File: src/rtl/pei_pkg.sv
package pei_pkg;

  typedef enum logic [1:0] {
    REG_POL = 2'd0,
    REG_ENA = 2'd1,
    REG_FLG = 2'd2,
    REG_RSV = 2'd3
  } pei_reg_e;

  // True when the synchronized level has just moved to the active level.
  function automatic logic is_active_edge(input logic lvl, input logic prev, input logic rise_sel);
    logic rising;
    logic falling;
    rising  = lvl & ~prev;
    falling = ~lvl & prev;
    return rise_sel ? rising : falling;
  endfunction

endpackage

File: src/rtl/pei_sync.sv
module pei_sync #(
  parameter int W      = 8,
  parameter int STAGES = 2
) (
  input  logic         clk,
  input  logic         rst_n,
  input  logic [W-1:0] async_i,
  output logic [W-1:0] sync_o
);

  logic [W-1:0] stg_q [STAGES];

  always_ff @(posedge clk or negedge rst_n) begin
    if (!rst_n) stg_q[0] <= '0;
    else        stg_q[0] <= async_i;
  end

  for (genvar g = 1; g < STAGES; g++) begin : g_stage
    always_ff @(posedge clk or negedge rst_n) begin
      if (!rst_n) stg_q[g] <= '0;
      else        stg_q[g] <= stg_q[g-1];
    end
  end

  assign sync_o = stg_q[STAGES-1];

endmodule

File: src/rtl/pei_edge.sv
module pei_edge #(
  parameter int W         = 8,
  parameter int FLAG_BITS = 8
) (
  input  logic         clk,
  input  logic         rst_n,
  input  logic [W-1:0] lvl_i,
  input  logic [W-1:0] pol_i,
  input  logic [W-1:0] clr_i,
  output logic [W-1:0] hit_o,
  output logic [W-1:0] flag_o
);

  function automatic logic [W-1:0] impl_mask();
    logic [W-1:0] m;
    for (int i = 0; i < W; i++) m[i] = (i < FLAG_BITS);
    return m;
  endfunction

  localparam logic [W-1:0] MASK = impl_mask();

  logic [W-1:0] prev_q;
  logic [W-1:0] flag_q;
  logic [W-1:0] flag_d;

  always_ff @(posedge clk or negedge rst_n) begin
    if (!rst_n) prev_q <= '0;
    else        prev_q <= lvl_i;
  end

  for (genvar i = 0; i < W; i++) begin : g_pin
    assign hit_o[i] = pei_pkg::is_active_edge(lvl_i[i], prev_q[i], pol_i[i]);
  end

  // set has priority over write-one-to-clear
  assign flag_d = (hit_o | (flag_q & ~clr_i)) & MASK;

  always_ff @(posedge clk or negedge rst_n) begin
    if (!rst_n) flag_q <= '0;
    else        flag_q <= flag_d;
  end

  assign flag_o = flag_q;

  // every implemented hit shows up in the flag one edge later
  a_r2_hit_sets_flag: assert property (@(posedge clk) disable iff (!rst_n)
    (|(hit_o & MASK)) |=> ((flag_o & $past(hit_o & MASK)) == $past(hit_o & MASK)));

  // a flag may only rise after a real edge
  a_r5_rise_needs_edge: assert property (@(posedge clk) disable iff (!rst_n)
    1'b1 |=> ((flag_o & ~$past(flag_o) & ~$past(hit_o)) == '0));

  // a clear without a competing edge empties the bit
  a_r6_w1c_clears: assert property (@(posedge clk) disable iff (!rst_n)
    (|(clr_i & ~hit_o)) |=> ((flag_o & $past(clr_i & ~hit_o)) == '0));

  // a colliding set and clear leaves the bit set
  a_r7_set_wins: assert property (@(posedge clk) disable iff (!rst_n)
    (|(clr_i & hit_o & MASK)) |=> ((flag_o & $past(clr_i & hit_o & MASK)) != '0));

endmodule

File: src/rtl/pei_regs.sv
module pei_regs #(
  parameter int W = 8
) (
  input  logic         clk,
  input  logic         rst_n,
  input  logic         wr_i,
  input  logic [1:0]   addr_i,
  input  logic [W-1:0] wdata_i,
  input  logic [W-1:0] flag_i,
  output logic [W-1:0] pol_o,
  output logic [W-1:0] ena_o,
  output logic [W-1:0] clr_o,
  output logic [W-1:0] rdata_o
);

  import pei_pkg::*;

  pei_reg_e     sel;
  logic [W-1:0] pol_q;
  logic [W-1:0] ena_q;

  assign sel = pei_reg_e'(addr_i);

  always_ff @(posedge clk or negedge rst_n) begin
    if (!rst_n) begin
      pol_q <= '0;
      ena_q <= '0;
    end else if (wr_i) begin
      if (sel == REG_POL) pol_q <= wdata_i;
      if (sel == REG_ENA) ena_q <= wdata_i;
    end
  end

  assign clr_o = (wr_i && sel == REG_FLG) ? wdata_i : '0;

  always_comb begin
    case (sel)
      REG_POL: rdata_o = pol_q;
      REG_ENA: rdata_o = ena_q;
      REG_FLG: rdata_o = flag_i;
      default: rdata_o = '0;
    endcase
  end

  assign pol_o = pol_q;
  assign ena_o = ena_q;

  // a polarity write is visible from the next cycle
  a_r10_pol_write: assert property (@(posedge clk) disable iff (!rst_n)
    (wr_i && addr_i == 2'd0) |=> (pol_o == $past(wdata_i)));

  // an enable write is visible from the next cycle
  a_r10_ena_write: assert property (@(posedge clk) disable iff (!rst_n)
    (wr_i && addr_i == 2'd1) |=> (ena_o == $past(wdata_i)));

  // the reserved address returns zero
  a_r10_rsv_zero: assert property (@(posedge clk) disable iff (!rst_n)
    (addr_i == 2'd3) |-> (rdata_o == '0));

endmodule

File: src/rtl/pei_irq.sv
module pei_irq #(
  parameter int W = 8
) (
  input  logic         clk,
  input  logic         rst_n,
  input  logic [W-1:0] flag_i,
  input  logic [W-1:0] ena_i,
  output logic         irq_o
);

  logic [W-1:0] live;
  logic         irq_q;

  assign live = flag_i & ena_i;

  always_ff @(posedge clk or negedge rst_n) begin
    if (!rst_n) irq_q <= 1'b0;
    else        irq_q <= |live;
  end

  assign irq_o = irq_q;

  // nothing enabled and pending means no request next cycle
  a_r8_masked_quiet: assert property (@(posedge clk) disable iff (!rst_n)
    ((flag_i & ena_i) == '0) |=> !irq_o);

  // an enabled pending flag raises the request next cycle
  a_r8_pending_raises: assert property (@(posedge clk) disable iff (!rst_n)
    ((flag_i & ena_i) != '0) |=> irq_o);

endmodule

File: src/rtl/pei_ctrl.sv
module pei_ctrl #(
  parameter int PINS        = 8,
  parameter int FLAG_BITS   = 8,
  parameter int SYNC_STAGES = 2
) (
  input  logic            clk,
  input  logic            rst_n,
  input  logic [PINS-1:0] pin_i,
  input  logic            bus_wr_i,
  input  logic [1:0]      bus_addr_i,
  input  logic [PINS-1:0] bus_wdata_i,
  output logic [PINS-1:0] bus_rdata_o,
  output logic            irq_o
);

  logic [PINS-1:0] lvl;
  logic [PINS-1:0] pol;
  logic [PINS-1:0] ena;
  logic [PINS-1:0] clr;
  logic [PINS-1:0] hit;
  logic [PINS-1:0] flag;

  pei_sync #(.W(PINS), .STAGES(SYNC_STAGES)) u_sync (
    .clk     (clk),
    .rst_n   (rst_n),
    .async_i (pin_i),
    .sync_o  (lvl)
  );

  pei_regs #(.W(PINS)) u_regs (
    .clk     (clk),
    .rst_n   (rst_n),
    .wr_i    (bus_wr_i),
    .addr_i  (bus_addr_i),
    .wdata_i (bus_wdata_i),
    .flag_i  (flag),
    .pol_o   (pol),
    .ena_o   (ena),
    .clr_o   (clr),
    .rdata_o (bus_rdata_o)
  );

  pei_edge #(.W(PINS), .FLAG_BITS(FLAG_BITS)) u_edge (
    .clk    (clk),
    .rst_n  (rst_n),
    .lvl_i  (lvl),
    .pol_i  (pol),
    .clr_i  (clr),
    .hit_o  (hit),
    .flag_o (flag)
  );

  pei_irq #(.W(PINS)) u_irq (
    .clk    (clk),
    .rst_n  (rst_n),
    .flag_i (flag),
    .ena_i  (ena),
    .irq_o  (irq_o)
  );

  // right after reset release nothing is pending
  a_r1_reset_clean: assert property (@(posedge clk) disable iff (!rst_n)
    $rose(rst_n) |-> (flag == '0 && !irq_o));

endmodule

File: config.mk
export PLATFORM = sky130hd
export DESIGN_NAME = pei_ctrl
export DESIGN_NICKNAME = d
export VERILOG_FILES = /design/src/rtl/pei_pkg.sv /design/src/rtl/pei_sync.sv /design/src/rtl/pei_edge.sv /design/src/rtl/pei_regs.sv /design/src/rtl/pei_irq.sv /design/src/rtl/pei_ctrl.sv
export SDC_FILE = /design/constraint.sdc
export NUM_CORES = 1
export LEC_CHECK = 0
export ABC_CLOCK_PERIOD_IN_PS = 2250
export CAP_MARGIN = 15
export CELL_PAD_IN_SITES_DETAIL_PLACEMENT = 1
export CELL_PAD_IN_SITES_GLOBAL_PLACEMENT = 2
export CORE_ASPECT_RATIO = 0.9
export CORE_MARGIN = 3
export CORE_UTILIZATION = 40
export CTS_CLUSTER_DIAMETER = 120
export DETAILED_ROUTE_END_ITERATION = 16
export PLACE_DENSITY_LB_ADDON = 0.08
export SLEW_MARGIN = 0
export SYNTH_ARGS = -nofsm -noshare
export SYNTH_HDL_FRONTEND = slang
export SYNTH_SLANG_ARGS = --single-unit
File: constraint.sdc
create_clock -name clk -period 2.25 [get_ports clk]
set_input_delay 0.3375 -clock clk [delete_from_list [all_inputs] [get_ports clk]]
set_output_delay 0.3375 -clock clk [all_outputs]
set_load 0.005 [all_outputs]
==> reports/results.ini <==
[setup_path]
timing.rr.end=u_edge.flag_o[1]
reg2reg_slack_ps=1290
reg2reg_from=u_regs.pol_o[1]
arrival_ps=1830
start_kind=input port
path_max_fanout=5
required_ps=1910
criticalPathCategory=input port to output port
crit_path_end_kind=output port
ff2ff_path_depth=2

[routing]
via_count=1207
ant_nets=0
wire_per_inst_um=17.8
initialDrtViolationCount=66
drt-total-wl_um=4090
drc=0
viasPerCell=5.27
drt-pass1-iter-count=4

[timing]
maxSlewViolCount=0
finalSetupTns_ps=0
max_freq_ghz=0.462
setup_viol=0
rsz0062_at_grt=no
tightest_slew_ps=603
period_needed_ps=2170
relSlewSlack=0.598
hold_viol=0
skew_ps=5.11
fin_crit_sh=0.963
fin_hold_ws_ps=128

[power]
p_total_w=0.00194
p_leak_nw=0.988
power.density_nw_per_um2=800
vdd_drop_max_mv=0.476

[grt]
grt_max_degree=50
grt_pass1_wl_um=6840
overflow=0
grt_util_all_layers=0.158
grt_pass1_vias=1329
antenna_found_initial=0

[clock_network]
cts_buffers=5
clockBufferDepth=2
clockRootBuffer=clkbuf_8
cts_tree=built
clk_pin_slew_ps=90
cts_hold_buffers=0
cts.sinks=49
insertion_delay_ps=300
h-tree-depth=2

[layout]
final_area_um2=2420
postLayoutCoreUtil=0.533
layout-drive-gt1-share=0.222
syn_to_final_growth_pct=25.3
nets=187
antenna_cells=0

[logic_synthesis]
syn_nets=148
ys_ff_latch=49
yosys_warnings=0
syn_area_per_cell_um2=15.2
syn_area_um2=1940
syn_inst=127
synth-seq-area-share=0.633
synth_cell_types=17

[floorplanning]
die_width_um=79.3
dieArea_um2=5710
num_rows=23
fp.dieH_um=72.0
core_area_um2=4550
pin_count=30
start_util=0.426

[placed_design]
numPortBuffers=29
dpl.hpwl_um=2890
place.gp.congestion=0.776
placed_area_um2=2320

[outcome]
status=finished, final reports clean

[job]
cap_viol_max_count=0

[worst_hold_path]
hold_class=input port to async pin

sequential cells by signal (all words and copies together), names as in the netlist:
register / cells
u_regs.pol_o: 8
u_irq.irq_o: 1
u_edge.prev_q: 8
u_edge.flag_o: 8
u_regs.ena_o: 8
u_sync.stg_q: 8
u_sync.sync_o: 8
cells in the final DEF (no fill, tap or decap):
cell / n
buf_2: 1
buf_4: 8
clkdlybuf4s50_1: 27
nor2b_1: 7
clkinv_2: 1
nor2b_2: 1
nor3b_1: 7
nor3b_4: 1
mux2_2: 16
o2bb2ai_1: 8
dlygate4sd2_1: 1
nor2_1: 1
buf_6: 1
a22oi_1: 4
a221o_1: 8
nand4_1: 1
nand3b_2: 1
dfrtp_1: 49
and3b_1: 1
nand4b_1: 8
mux2i_1: 8
clkbuf_8: 7
cells by family (layout without fill, tap and decap cells):
kind of cell	Yosys count	in the layout	synth area share
AOI/OAI and AO/OA	20	20	0.0931
buffers and inverters	6	46	0.0246
DFF	49	49	0.633
muxes	24	24	0.134
and+or+nand+nor	28	28	0.114
cell type report:
type / count / area (um^2)
Timing Repair Buffer: 38 / 355
Sequential cell: 49 / 1230
Tap cell: 62 / 77.6
Multi-Input combinational cell: 72 / 664
Clock inverter: 1 / 5.00
Clock buffer: 7 / 96.3
Fill cell: 477 / 2120
cell usage after synthesis, drive strengths merged:
cell type	instances	area share
buf	5	0.023
mux2	16	0.093
a22oi	4	0.016
and3b	1	0.0045
a221o	8	0.041
clkbuf	1	0.0019
mux2i	8	0.041
nand4	1	0.0032
nor3b	8	0.037
nand4b	8	0.036
nor2b	8	0.026
dfrtp	49	0.63
nand3b	1	0.0058
nor2	1	0.0019
o2bb2ai	8	0.036
timing repair:
action	4_1_cts	5_1_grt
endpoints found under the setup margin	1	2
buffers inserted	0	0
resized for setup	2	1
metal layers:
| layer | track usage | vias to the layer above | routed length, um |
|---|---|---|---|
| li1 | - | 557 | - |
| met1 | 0.217 | 621 | 1870 |
| met2 | 0.247 | 24 | 1990 |
| met3 | 0.0434 | 5 | 172 |
| met4 | 0.0458 | 0 | 55 |
| met5 | 0 | - | 0 |
how the worst max path moves through the flow:
stage / startpoint / slack, ps / depth (start not counted) / end
after detailed placement: bus_addr_i[0] / -10 / 5 / bus_rdata_o[1]
after global placement: bus_addr_i[0] / 10 / 5 / bus_rdata_o[1]
after global routing: bus_addr_i[1] / 30 / 5 / bus_rdata_o[1]
after CTS: bus_addr_i[1] / 30 / 5 / bus_rdata_o[1]
after floorplan: bus_addr_i[0] / 930 / 4 / bus_rdata_o[0]
final: bus_addr_i[1] / 80 / 5 / bus_rdata_o[1]
power breakdown:
part,switching [W],internal [W]
combinational,0.000117,0.000197
clock,0.000282,0.000278
sequential,0.0000829,0.000981
total,0.000482,0.00146
critical path, cell delays in order:
cell and delay, ps:
clkdlybuf4s50_1 490, nor2b_2 170, buf_4 160, o2bb2ai_1 140, clkdlybuf4s50_1 530
through the flow:
stage	setup slack [ps]	std cells
floorplan	929	127
global placement	10.3	221
detailed placement	-10.6	221
CTS	34.9	229
global route	29.9	229
finish	83.9	229
Power figures use the tool's default switching activity.
